===== src/rtl/fsp_pkg.sv =====
package fsp_pkg;
  localparam int DATA_W = 8;
  localparam int BAUD_W = 8;
  localparam int REG_W = 16;
  localparam int REG_AW = 6;
  localparam int FIFO_DEPTH = 16;
  localparam int CNT_W = $clog2(FIFO_DEPTH + 1);
  localparam int FRAME_W = DATA_W + 2;
  localparam int BITCLK_W = BAUD_W + 5;

  localparam logic [REG_AW-1:0] OFS_MODE   = 6'h00;
  localparam logic [REG_AW-1:0] OFS_BAUD   = 6'h04;
  localparam logic [REG_AW-1:0] OFS_CTRL   = 6'h08;
  localparam logic [REG_AW-1:0] OFS_TXDATA = 6'h0C;
  localparam logic [REG_AW-1:0] OFS_STATUS = 6'h10;
  localparam logic [REG_AW-1:0] OFS_RXDATA = 6'h14;
  localparam logic [REG_AW-1:0] OFS_FIFOC  = 6'h18;
  localparam logic [REG_AW-1:0] OFS_COUNT  = 6'h1C;
  localparam logic [REG_AW-1:0] OFS_LINE   = 6'h24;

  localparam int STS_READY = 0;
  localparam int STS_FULL  = 1;
  localparam int STS_FRAME = 3;
  localparam int STS_BREAK = 4;
  localparam int STS_TEND  = 6;
  localparam int STS_ERR   = 7;
  localparam logic [7:0] STS_MASK = 8'hDB;

  localparam int CTL_RXEN = 4;
  localparam int CTL_TXEN = 5;
  localparam int FC_RXCLR = 1;
  localparam int FC_TXCLR = 2;

  typedef enum logic [1:0] {RX_IDLE, RX_START, RX_DATA, RX_STOP} rxState_e;

  typedef struct packed {
    logic              txPush;
    logic [DATA_W-1:0] txByte;
    logic              rxPop;
    logic              txFlush;
    logic              rxFlush;
    logic              txEn;
    logic              rxEn;
    logic [BAUD_W-1:0] baudDiv;
  } ctlStrobes_t;

  typedef struct packed {
    logic [CNT_W-1:0]  rxCount;
    logic [DATA_W-1:0] rxHead;
    logic              txEmpty;
    logic              txBusy;
    logic              frameErr;
    logic              breakSeen;
    logic              overrun;
  } dpStatus_t;
endpackage


===== src/rtl/fsp_fifo.sv =====
module fsp_fifo #(
  parameter int W = 8,
  parameter int DEPTH = 16,
  localparam int AW = $clog2(DEPTH),
  localparam int CW = $clog2(DEPTH + 1)
) (
  input  logic          clk,
  input  logic          rstN,
  input  logic          flush,
  input  logic          push,
  input  logic [W-1:0]  pushData,
  input  logic          pop,
  output logic [W-1:0]  headData,
  output logic [CW-1:0] count
);
  logic [W-1:0] mem [DEPTH];
  logic [AW-1:0] wrPtr, rdPtr;
  logic doPush, doPop;

  assign doPush = push && (count != CW'(DEPTH)) && !flush;
  assign doPop  = pop && (count != '0) && !flush;
  assign headData = mem[rdPtr];

  always_ff @(posedge clk) begin
    if (doPush) mem[wrPtr] <= pushData;
  end

  always_ff @(posedge clk) begin
    if (!rstN || flush) begin
      wrPtr <= '0;
      rdPtr <= '0;
      count <= '0;
    end else begin
      if (doPush) wrPtr <= (wrPtr == AW'(DEPTH - 1)) ? '0 : wrPtr + 1'b1;
      if (doPop)  rdPtr <= (rdPtr == AW'(DEPTH - 1)) ? '0 : rdPtr + 1'b1;
      count <= count + CW'(doPush) - CW'(doPop);
    end
  end

  assert_no_overflow_R4: assert property (@(posedge clk) disable iff (!rstN)
    (push && count == CW'(DEPTH) && !pop && !flush) |=> count == $past(count));
endmodule


===== src/rtl/fsp_datapath.sv =====
module fsp_datapath import fsp_pkg::*; (
  input  logic        clk,
  input  logic        rstN,
  input  ctlStrobes_t ctl,
  input  logic        rxLine,
  output logic        txLine,
  output dpStatus_t   dpSts
);
  logic [BITCLK_W-1:0] bitLast, halfLast;
  assign bitLast  = {ctl.baudDiv, 5'b11111};
  assign halfLast = {1'b0, ctl.baudDiv, 4'b1111};

  // transmit side
  logic [DATA_W-1:0] txHead;
  logic [CNT_W-1:0] txCount;
  logic txBusy, txStart;
  logic [FRAME_W-1:0] txShift;
  logic [3:0] txBitIdx;
  logic [BITCLK_W-1:0] txClk;

  assign txStart = !txBusy && ctl.txEn && (txCount != '0);

  fsp_fifo #(.W(DATA_W), .DEPTH(FIFO_DEPTH)) txFifo_i (
    .clk(clk), .rstN(rstN), .flush(ctl.txFlush), .push(ctl.txPush),
    .pushData(ctl.txByte), .pop(txStart), .headData(txHead), .count(txCount));

  always_ff @(posedge clk) begin
    if (!rstN) begin
      txBusy <= 1'b0;
      txShift <= '1;
      txBitIdx <= '0;
      txClk <= '0;
    end else if (txStart) begin
      txShift <= {1'b1, txHead, 1'b0};
      txBusy <= 1'b1;
      txBitIdx <= '0;
      txClk <= '0;
    end else if (txBusy) begin
      if (txClk == bitLast) begin
        txClk <= '0;
        if (txBitIdx == 4'(FRAME_W - 1)) begin
          txBusy <= 1'b0;
        end else begin
          txShift <= {1'b1, txShift[FRAME_W-1:1]};
          txBitIdx <= txBitIdx + 1'b1;
        end
      end else begin
        txClk <= txClk + 1'b1;
      end
    end
  end

  assign txLine = txBusy ? txShift[0] : 1'b1;

  // receive side
  logic rxMeta, rxSync, rxPrev;
  rxState_e rxState;
  logic [BITCLK_W-1:0] rxClk;
  logic [2:0] rxBitIdx;
  logic [DATA_W-1:0] rxShift;
  logic rxDone, rxStopBad;
  logic [DATA_W-1:0] rxHead;
  logic [CNT_W-1:0] rxCount;

  always_ff @(posedge clk) begin
    if (!rstN) begin
      rxMeta <= 1'b1;
      rxSync <= 1'b1;
      rxPrev <= 1'b1;
      rxState <= RX_IDLE;
      rxClk <= '0;
      rxBitIdx <= '0;
      rxShift <= '0;
      rxDone <= 1'b0;
      rxStopBad <= 1'b0;
    end else begin
      rxMeta <= rxLine;
      rxSync <= rxMeta;
      rxPrev <= rxSync;
      rxDone <= 1'b0;
      if (!ctl.rxEn) begin
        rxState <= RX_IDLE;
      end else begin
        case (rxState)
          RX_IDLE: begin
            if (rxPrev && !rxSync) begin
              rxState <= RX_START;
              rxClk <= '0;
            end
          end
          RX_START: begin
            if (rxClk == halfLast) begin
              rxClk <= '0;
              rxBitIdx <= '0;
              rxState <= rxSync ? RX_IDLE : RX_DATA;
            end else begin
              rxClk <= rxClk + 1'b1;
            end
          end
          RX_DATA: begin
            if (rxClk == bitLast) begin
              rxClk <= '0;
              rxShift <= {rxSync, rxShift[DATA_W-1:1]};
              if (rxBitIdx == 3'(DATA_W - 1)) rxState <= RX_STOP;
              else rxBitIdx <= rxBitIdx + 1'b1;
            end else begin
              rxClk <= rxClk + 1'b1;
            end
          end
          default: begin
            if (rxClk == bitLast) begin
              rxState <= RX_IDLE;
              rxDone <= 1'b1;
              rxStopBad <= !rxSync;
            end else begin
              rxClk <= rxClk + 1'b1;
            end
          end
        endcase
      end
    end
  end

  fsp_fifo #(.W(DATA_W), .DEPTH(FIFO_DEPTH)) rxFifo_i (
    .clk(clk), .rstN(rstN), .flush(ctl.rxFlush), .push(rxDone),
    .pushData(rxShift), .pop(ctl.rxPop), .headData(rxHead), .count(rxCount));

  always_comb begin
    dpSts.rxCount   = rxCount;
    dpSts.rxHead    = rxHead;
    dpSts.txEmpty   = (txCount == '0);
    dpSts.txBusy    = txBusy;
    dpSts.frameErr  = rxDone && rxStopBad;
    dpSts.breakSeen = rxDone && rxStopBad && (rxShift == '0);
    dpSts.overrun   = rxDone && (rxCount == CNT_W'(FIFO_DEPTH));
  end

  assert_start_bit_low_R2: assert property (@(posedge clk) disable iff (!rstN)
    $rose(txBusy) |-> !txLine);

  assert_rx_drop_when_full_R9: assert property (@(posedge clk) disable iff (!rstN)
    (rxDone && rxCount == CNT_W'(FIFO_DEPTH) && !ctl.rxPop && !ctl.rxFlush)
      |=> rxCount == CNT_W'(FIFO_DEPTH));
endmodule


===== src/rtl/fsp_control.sv =====
module fsp_control import fsp_pkg::*; #(
  parameter int RX_FULL_LEVEL = 8
) (
  input  logic              clk,
  input  logic              rstN,
  input  logic [REG_AW-1:0] regAddr,
  input  logic              regWrEn,
  input  logic              regRdEn,
  input  logic [REG_W-1:0]  regWrData,
  output logic [REG_W-1:0]  regRdData,
  input  dpStatus_t         dpSts,
  output ctlStrobes_t       ctl
);
  logic [REG_W-1:0] modeReg, ctrlReg, fifoCtrlReg;
  logic [BAUD_W-1:0] baudReg;
  logic [7:0] stsFlags, stsArm, setEvt, clrMask;
  logic lineOvr, lineArm;
  logic [DATA_W-1:0] rxLast;
  logic stsRd, stsWr, lineRd, lineWr, rxRd;

  assign stsRd  = regRdEn && regAddr == OFS_STATUS;
  assign stsWr  = regWrEn && regAddr == OFS_STATUS;
  assign lineRd = regRdEn && regAddr == OFS_LINE;
  assign lineWr = regWrEn && regAddr == OFS_LINE;
  assign rxRd   = regRdEn && regAddr == OFS_RXDATA;

  always_comb begin
    setEvt = '0;
    setEvt[STS_READY] = dpSts.rxCount != '0;
    setEvt[STS_FULL]  = dpSts.rxCount >= CNT_W'(RX_FULL_LEVEL);
    setEvt[STS_FRAME] = dpSts.frameErr;
    setEvt[STS_BREAK] = dpSts.breakSeen;
    setEvt[STS_TEND]  = dpSts.txEmpty && !dpSts.txBusy;
    setEvt[STS_ERR]   = dpSts.frameErr || dpSts.overrun;
    clrMask = stsWr ? (stsArm & ~regWrData[7:0] & STS_MASK) : '0;
  end

  always_ff @(posedge clk) begin
    if (!rstN) begin
      modeReg <= '0;
      ctrlReg <= '0;
      fifoCtrlReg <= '0;
      baudReg <= '0;
      stsFlags <= 8'h40;
      stsArm <= '0;
      lineOvr <= 1'b0;
      lineArm <= 1'b0;
      rxLast <= '0;
    end else begin
      if (regWrEn) begin
        case (regAddr)
          OFS_MODE:  modeReg <= regWrData;
          OFS_BAUD:  baudReg <= regWrData[BAUD_W-1:0];
          OFS_CTRL:  ctrlReg <= regWrData;
          OFS_FIFOC: fifoCtrlReg <= regWrData;
          default: ;
        endcase
      end
      stsFlags <= (stsFlags & ~clrMask) | setEvt;
      if (stsRd)      stsArm <= stsFlags & STS_MASK & ~setEvt;
      else if (stsWr) stsArm <= '0;
      else            stsArm <= stsArm & ~setEvt;
      lineOvr <= (lineOvr && !(lineWr && lineArm && !regWrData[0])) || dpSts.overrun;
      if (lineRd)      lineArm <= lineOvr && !dpSts.overrun;
      else if (lineWr) lineArm <= 1'b0;
      else             lineArm <= lineArm && !dpSts.overrun;
      if (rxRd && dpSts.rxCount != '0) rxLast <= dpSts.rxHead;
    end
  end

  always_comb begin
    regRdData = '0;
    case (regAddr)
      OFS_MODE:   regRdData = modeReg;
      OFS_BAUD:   regRdData = REG_W'(baudReg);
      OFS_CTRL:   regRdData = ctrlReg;
      OFS_STATUS: regRdData = REG_W'(stsFlags);
      OFS_RXDATA: regRdData = REG_W'((dpSts.rxCount != '0) ? dpSts.rxHead : rxLast);
      OFS_FIFOC:  regRdData = fifoCtrlReg;
      OFS_COUNT:  regRdData = REG_W'(dpSts.rxCount);
      OFS_LINE:   regRdData = REG_W'(lineOvr);
      default:    regRdData = '0;
    endcase
  end

  always_comb begin
    ctl.txPush  = regWrEn && regAddr == OFS_TXDATA;
    ctl.txByte  = regWrData[DATA_W-1:0];
    ctl.rxPop   = rxRd;
    ctl.txFlush = fifoCtrlReg[FC_TXCLR];
    ctl.rxFlush = fifoCtrlReg[FC_RXCLR];
    ctl.txEn    = ctrlReg[CTL_TXEN];
    ctl.rxEn    = ctrlReg[CTL_RXEN];
    ctl.baudDiv = baudReg;
  end

  assert_flag_falls_on_write_R10: assert property (@(posedge clk) disable iff (!rstN)
    (|($past(stsFlags) & ~stsFlags)) |-> $past(stsWr));

  assert_line_falls_on_write_R10: assert property (@(posedge clk) disable iff (!rstN)
    $fell(lineOvr) |-> $past(lineWr));

  assert_tend_held_R11: assert property (@(posedge clk) disable iff (!rstN)
    (dpSts.txEmpty && !dpSts.txBusy) |=> stsFlags[STS_TEND]);

  assert_overrun_latched_R9: assert property (@(posedge clk) disable iff (!rstN)
    dpSts.overrun |=> (lineOvr && stsFlags[STS_ERR]));
endmodule


===== src/rtl/fifo_serial_port.sv =====
module fifo_serial_port import fsp_pkg::*; #(
  parameter int RX_FULL_LEVEL = 8
) (
  input  logic              clk,
  input  logic              rstN,
  input  logic [REG_AW-1:0] regAddr,
  input  logic              regWrEn,
  input  logic              regRdEn,
  input  logic [REG_W-1:0]  regWrData,
  output logic [REG_W-1:0]  regRdData,
  input  logic              rxLine,
  output logic              txLine
);
  ctlStrobes_t ctl;
  dpStatus_t dpSts;

  fsp_control #(.RX_FULL_LEVEL(RX_FULL_LEVEL)) control_i (
    .clk(clk), .rstN(rstN), .regAddr(regAddr), .regWrEn(regWrEn),
    .regRdEn(regRdEn), .regWrData(regWrData), .regRdData(regRdData),
    .dpSts(dpSts), .ctl(ctl));

  fsp_datapath datapath_i (
    .clk(clk), .rstN(rstN), .ctl(ctl), .rxLine(rxLine),
    .txLine(txLine), .dpSts(dpSts));
endmodule


===== config.mk =====
export PLATFORM = sky130hd
export DESIGN_NAME = fifo_serial_port
export DESIGN_NICKNAME = d
export VERILOG_FILES = /design/src/rtl/fsp_pkg.sv /design/src/rtl/fsp_fifo.sv /design/src/rtl/fsp_datapath.sv /design/src/rtl/fsp_control.sv /design/src/rtl/fifo_serial_port.sv
export SDC_FILE = /design/constraint.sdc
export NUM_CORES = 1
export LEC_CHECK = 0
export BUFFER_PORTS_ARGS = -buffer_cell sky130_fd_sc_hd__buf_4
export CORE_MARGIN = 1
export CORE_UTILIZATION = 30
export CTS_CLUSTER_DIAMETER = 60
export DETAILED_ROUTE_END_ITERATION = 12
export SYNTH_ARGS = -nofsm -noshare
export SYNTH_HDL_FRONTEND = slang
export SYNTH_SLANG_ARGS = --single-unit

===== constraint.sdc =====
create_clock -name clk -period 5.9 [get_ports clk]
set_input_delay 0.59 -clock clk [delete_from_list [all_inputs] [get_ports clk]]
set_output_delay 0.59 -clock clk [all_outputs]
set_load 0.1 [all_outputs]

# Word-level counts from Yosys, hierarchy flattened

Memory sizes are Yosys's and may differ from the RTL's. A register that Yosys moved wholly into a read port is not among the register bits.
Cells that the tools add are included.

Register bits after elaboration: 166
Input bits: 27
Memories: 2
Word-level logic and storage cells: 193
Memory bits (writable): 256
Output and inout bits: 17

Memory list:

| memory                  | words | bits a word | read ports | clocked after Yosys merged registers in | write ports | line           | RTL |
|---|---|---|---|---|---|---|---|
| datapath_i.rxFifo_i.mem | 16    | 8           | 1          | 1                                       | 1           | fsp_fifo.sv:16 | `logic [W-1:0] mem [DEPTH];` |
| datapath_i.txFifo_i.mem | 16    | 8           | 1          | 1                                       | 1           | fsp_fifo.sv:16 |  |

Muxes and demuxes: 46
Equal/unequal tests: 29
Reduce and logical (&&, ||, !) cells: 63
$lt $le $gt $ge: 1
$add $sub $neg: 12
Bitwise operators: 12

Operators with widths:

| cell                                           | count |
|---|---|
| one-hot mux 16 bit (8 select lines)            | 1 |
| two-way mux 13 bit                             | 5 |
| one-hot mux 13 bit (3 select lines)            | 1 |
| two-way mux 9 bit                              | 4 |
| bitwise AND 8 bit                              | 4 |
| two-way mux 4 bit                              | 8 |
| two-way mux 8 bit                              | 4 |
| adder 13 x 1 -> 13 bit (second input constant) | 2 |
| == test 13 bit                                 | 2 |
| logical AND 1 bit                              | 26 |
| == test 6 x 5 -> 1 bit (second input constant) | 4 |
| inverter 8 bit                                 | 3 |
| adder 4 x 1 -> 4 bit (second input constant)   | 5 |
| == test 4 bit (second input constant)          | 5 |
| AND reduction 3 bit                            | 5 |
| == test 13 x 12 -> 1 bit                       | 1 |
| == test 6 x 4 -> 1 bit (second input constant) | 2 |
| two-way mux 1 bit                              | 12 |
| two-way mux 2 bit                              | 6 |
| adder 5 x 1 -> 5 bit                           | 2 |
| != test 5 bit (second input constant)          | 2 |
| AND reduction 2 bit                            | 5 |
| AND reduction 5 bit                            | 2 |
| nonzero test 5 bit                             | 2 |
| other kinds (28)                               | 50 |

# Longest topological paths before layout

Depth after elaboration: 7
Mapped depth: 16
Mapped depth without buffers: 15

# Hierarchy

A second synthesis with hierarchy kept.

Cells, all modules: 1407
Area, all modules: 18621.6 µm²

Modules (own cells, without submodules):

| module                         | area each (µm²) | cells each | instances | sequential area each (µm²) |
|---|---|---|---|---|
| fsp_fifo (datapath_i.txFifo_i) | 5860.6          | 307        | 1         | 4184.0 |
| fsp_fifo (datapath_i.rxFifo_i) | 5796.8          | 315        | 1         | 4184.0 |
| fsp_control                    | 3794.9          | 438        | 1         | 1561.5 |
| fsp_datapath                   | 3169.3          | 347        | 1         | 1161.1 |

# Worst setup path before layout

No wires, ideal clock.

Path kind: input port to output port
From: in regAddr[3]
To: out regRdData[0]
Setup slack: 1504 ps
Data required time: 5310 ps
Stages: 4
Data arrival time: 3806 ps
Cell sequence: or4b_4 -> or3_1 -> clkbuf_1 -> o21ai_0

Cells in the longest elaborated chain, start to end: 2

Ends and longest elaborated chain:

| what                                        | line                   | RTL |
|---|---|---|
| start, declared                             | fifo_serial_port.sv:6  | `input logic [REG_AW-1:0] regAddr,` |
| == test 6 bit, or another cell as far along | fsp_control.sv:73      | `case (regAddr)` |
| one-hot mux 16 bit (8 select lines) *       | fsp_control.sv:73      |  |
| end, declared                               | fifo_serial_port.sv:10 | `output logic [REG_W-1:0] regRdData,` |

Every way passes the cells marked *; elsewhere a longest branch is shown, timed or not.

# Worst setup path after layout

From: reg datapath_i.rxFifo_i.count[2]
To: out regRdData[0]

Cells in the longest elaborated chain, start to end: 3

Ends and longest elaborated chain:

| what                                | line              | RTL |
|---|---|---|
| start, declared                     | fsp_fifo.sv:14    | `output logic [CW-1:0] count` |
| start signal, assigned              | fsp_fifo.sv:36    | `count <= count + CW'(doPush) - CW'(doPop);` |
| nonzero test 5 bit                  | fsp_control.sv:78 | `OFS_RXDATA: regRdData = REG_W'((dpSts.rxCount != '0) ? dpSts.rxHead : rxLast);` |
| two-way mux 8 bit                   | fsp_control.sv:78 |  |
| one-hot mux 16 bit (8 select lines) | fsp_control.sv:73 |  |

No other way between the ends.

==> results.toml <==
[synth]
syn_area_um2 = 17750
syn_nets = 1423
synthCells = 1364
ys_seq_area_frac = 0.6250
synth_enable_flop_cells = 256
syn_area_per_cell_um2 = 13.01
synth_flop_cell = "edfxtp_1"
yosys_warnings = 0
yosys.cell_types.count = 70
synth-async-reset-ratio = 0
synth_seq_cells = 426

[floorplanning]
pin_count = 44
die-area_um2 = 60130
die_w_um = 245.2
core_area_um2 = 58030
initial_core_utilization = 0.3058
die_height_um = 245.2
row_count = 88

[timing]
max_slew.worst_pin.slew_ps = 1027
fmax_ghz = 0.2450
finalCriticalPeriod_ps = 4082
timing.final.setup_violations = 0
skew_ps = 40.59
fin_ws_ps = 1818
period_share = 0.6919
final_max_slew_viol_count = 0
fin_worst_hold_slack_ps = 207.7
setup-tns-final_ps = 0
timing.max_slew.rel_slack = 0.3146
rsz0062_at_grt = "no"
hold_violations = 0

[detailed_routing]
wl_per_cell_um = 19.46
residual_drc_count = 0
drt_first_pass_iters = 6
viasPerCell = 5.151
detailedRoute.firstIterationViolations = 1146
dr_total_vias = 11333
ant_nets = 0
route.final.wire_length_um = 42810

[clock_tree]
cts_resized = 0
cts.htree.levels = 2
cts_max_path_buffers = 3
tritoncts_sink_count = 426
tritoncts = "built"
worst_skew_pair.late_latency_ps = 580
cts.clk_slew.worst_paths_ps = 60
cts_buffers = 44
postCtsSetupRepairBufs = 0
post_cts_hold_buffer_count = 0
cts.root.buffer_cell = "clkbuf_16"

[global_route]
largest_net_degree_at_the_start_of_global_routing = 77
grt_first_pass_wirelength_um = 67010
grt_pass1_vias = 11207
grt.total_usage = 0.1436
grt_antenna_before_repair = 0
grt-ovfl-total = 0

[setup_path]
endpoint_kind = "output port"
timing.critical_path.cells = "inv_1 -> ha_1 -> or4b_1 -> nor3_1 -> a222oi_1 -> and4_1 -> o21ai_0 -> buf_4"
timing.critical_path.buf_inv = 2
worstPathArrival_ps = 3490
crit_type = "flip-flop to output port"
crit_path_max_fanout = 8
critical_path.top_delay_family = "simple AND/OR/NAND/NOR gates"
worst_reg_to_reg_setup_slack_ps = 2480
worstPathRequired_ps = 5310
worst_path_largest_cell_delay_ps = 770
setup_crit_start_kind = "flip-flop"
timing.critical_path.slowest_stage_cell = "nor3_1"

[finish]
multiInputGateArea_um2 = 6152
ff_latch_area_um2 = 11090
final.fill_count = 5529
final_standard_cell_area_without_fillers_um2 = 20270
nets = 1461
antenna-diode-count = 0
finish.cell_count_without_fillers = 2200
fraction_of_layout_instances_using_a_drive_strength_above_1 = 0.1470
area_growth_syn_to_layout_pct = 14.23
final_util = 0.3493

[place]
number_of_port_buffers = 43
post_dp_cell_area_um2 = 18840
place_hpwl_um = 28290
place_congestion = 0.8186
place_ws_ps = 2116
numPlacedInstances = 2121

[outcome]
status = "complete, no violations"

[job]
drv_cap = 0

[min_path]
holdCritPathClass = "input pin to flip-flop"

[power_and_ir_drop]
power_leakage_nw = 6.643
total_power_mw = 6.000
peakVddDrop_v = 0.0002455
pwr_density_cell_nw_per_um2 = 296.0
-- worst paths after layout --
check	start	endpoint	cells past startpoint
max	datapath_i.rxFifo_i.count[2]	regRdData[0]	8
min	rxLine	datapath_i.rxMeta	2
max reg2reg	datapath_i.rxFifo_i.count[2]	datapath_i.rxFifo_i.count[4]	14
min reg2reg	datapath_i.rxMeta	datapath_i.rxSync	1
-- metal layers --
metal  routed length [um]  GRT usage
met1                19350     0.1971
met2                20230     0.2300
met3                 2157    0.02209
met4                 1078    0.04963
met5                    0          0
-- worst register-to-register path: cells and delay by family, from the launching register on --
kind                       cells  cell delay [ps]
xor gates and xnor gates       1              130
AOI/OAI and AO/OA              1              160
buffers and inverters          2              160
DFF                            1              340
and+or+nand+nor                6             1340
adders and majority gates      4             1170
-- state kept, by name, summed over array words and instances, names as in the netlist, 9 cells and up, named ones only --
name,cells
control_i.fifoCtrlReg,16
datapath_i.rxClk,13
datapath_i.rxFifo_i.mem,128
control_i.ctrlReg,16
datapath_i.txClk,13
datapath_i.txShift,9
datapath_i.txFifo_i.mem,128
control_i.modeReg,16
-- power by group --
part / leakage [nW] / internal, mW / switching [mW] / total, mW
Sequential: 3.71 / 3.14 / 0.00224 / 3.14
Clock: 0.696 / 1.61 / 1.17 / 2.78
Combinational: 2.24 / 0.0208 / 0.0651 / 0.0859
-- synth_stat cells, types with 12 or more instances --
| master | count | area (um^2) |
|---|---|---|
| edfxtp_1 | 256 | 7687 |
| dfxtp_1 | 170 | 3403 |
| nand2_1 | 157 | 589.3 |
| nor2_1 | 103 | 386.6 |
| a21oi_1 | 88 | 440.4 |
| mux4_2 | 65 | 1464 |
| inv_1 | 45 | 168.9 |
| clkbuf_1 | 42 | 157.7 |
| xor2_1 | 39 | 341.6 |
| nand3_1 | 33 | 165.2 |
| o21ai_0 | 33 | 165.2 |
| ha_1 | 30 | 375.4 |
| mux2i_1 | 25 | 250.2 |
| a22oi_1 | 23 | 172.7 |
| nor3_1 | 22 | 110.1 |
| a222oi_1 | 19 | 190.2 |
| buf_2 | 15 | 75.07 |
| nand2b_1 | 14 | 87.58 |
| nand4_1 | 14 | 87.58 |
| nor4_1 | 12 | 75.07 |
-- area by class of cell --
type | instances | share of cell area
Clock inverter | 25 | 0.01457
Timing Repair Buffer | 62 | 0.02296
Multi-Input combinational cell | 823 | 0.3035
Inverter | 45 | 0.008333
Tap cell | 765 | 0.04722
Sequential cell | 426 | 0.5472
Clock buffer | 54 | 0.05617
-- cells by family (layout without fill, tap and decap cells) --
group,Yosys count,count (layout),share of synthesized area
flip-flops,426,426,0.6250
AND/OR/NAND/NOR,420,420,0.1149
multiplexers,93,93,0.09850
AO/OA/AOI/OAI,228,228,0.08524
XOR/XNOR,50,50,0.02468
adder cells (fa/ha/maj),32,32,0.02341
buffers and inverters,115,186,0.02834
-- cells in the final DEF, fill, tap and decap left out, drive strengths merged, types with 11 or more instances in the layout --
| cell type | netlist | routed |
|---|---|---|
| xor2 | 39 | 39 |
| dfxtp | 170 | 170 |
| a21oi | 88 | 88 |
| o21ai | 33 | 33 |
| edfxtp | 256 | 256 |
| a22o | 11 | 11 |
| clkbuf | 44 | 54 |
| nand2b | 14 | 14 |
| buf | 24 | 62 |
| a221oi | 11 | 11 |
| inv | 45 | 49 |
| nand3 | 33 | 33 |
| nor3 | 25 | 25 |
| a22oi | 23 | 23 |
| nor4 | 13 | 13 |
| clkinv | 0 | 16 |
| mux2i | 25 | 25 |
| a222oi | 19 | 19 |
| nand4 | 15 | 15 |
| ha | 30 | 30 |
| nor2 | 105 | 105 |
| nand2 | 158 | 158 |
| xnor2 | 11 | 11 |
| mux4 | 65 | 65 |
Note: power is estimated with default switching activity, not from simulation.
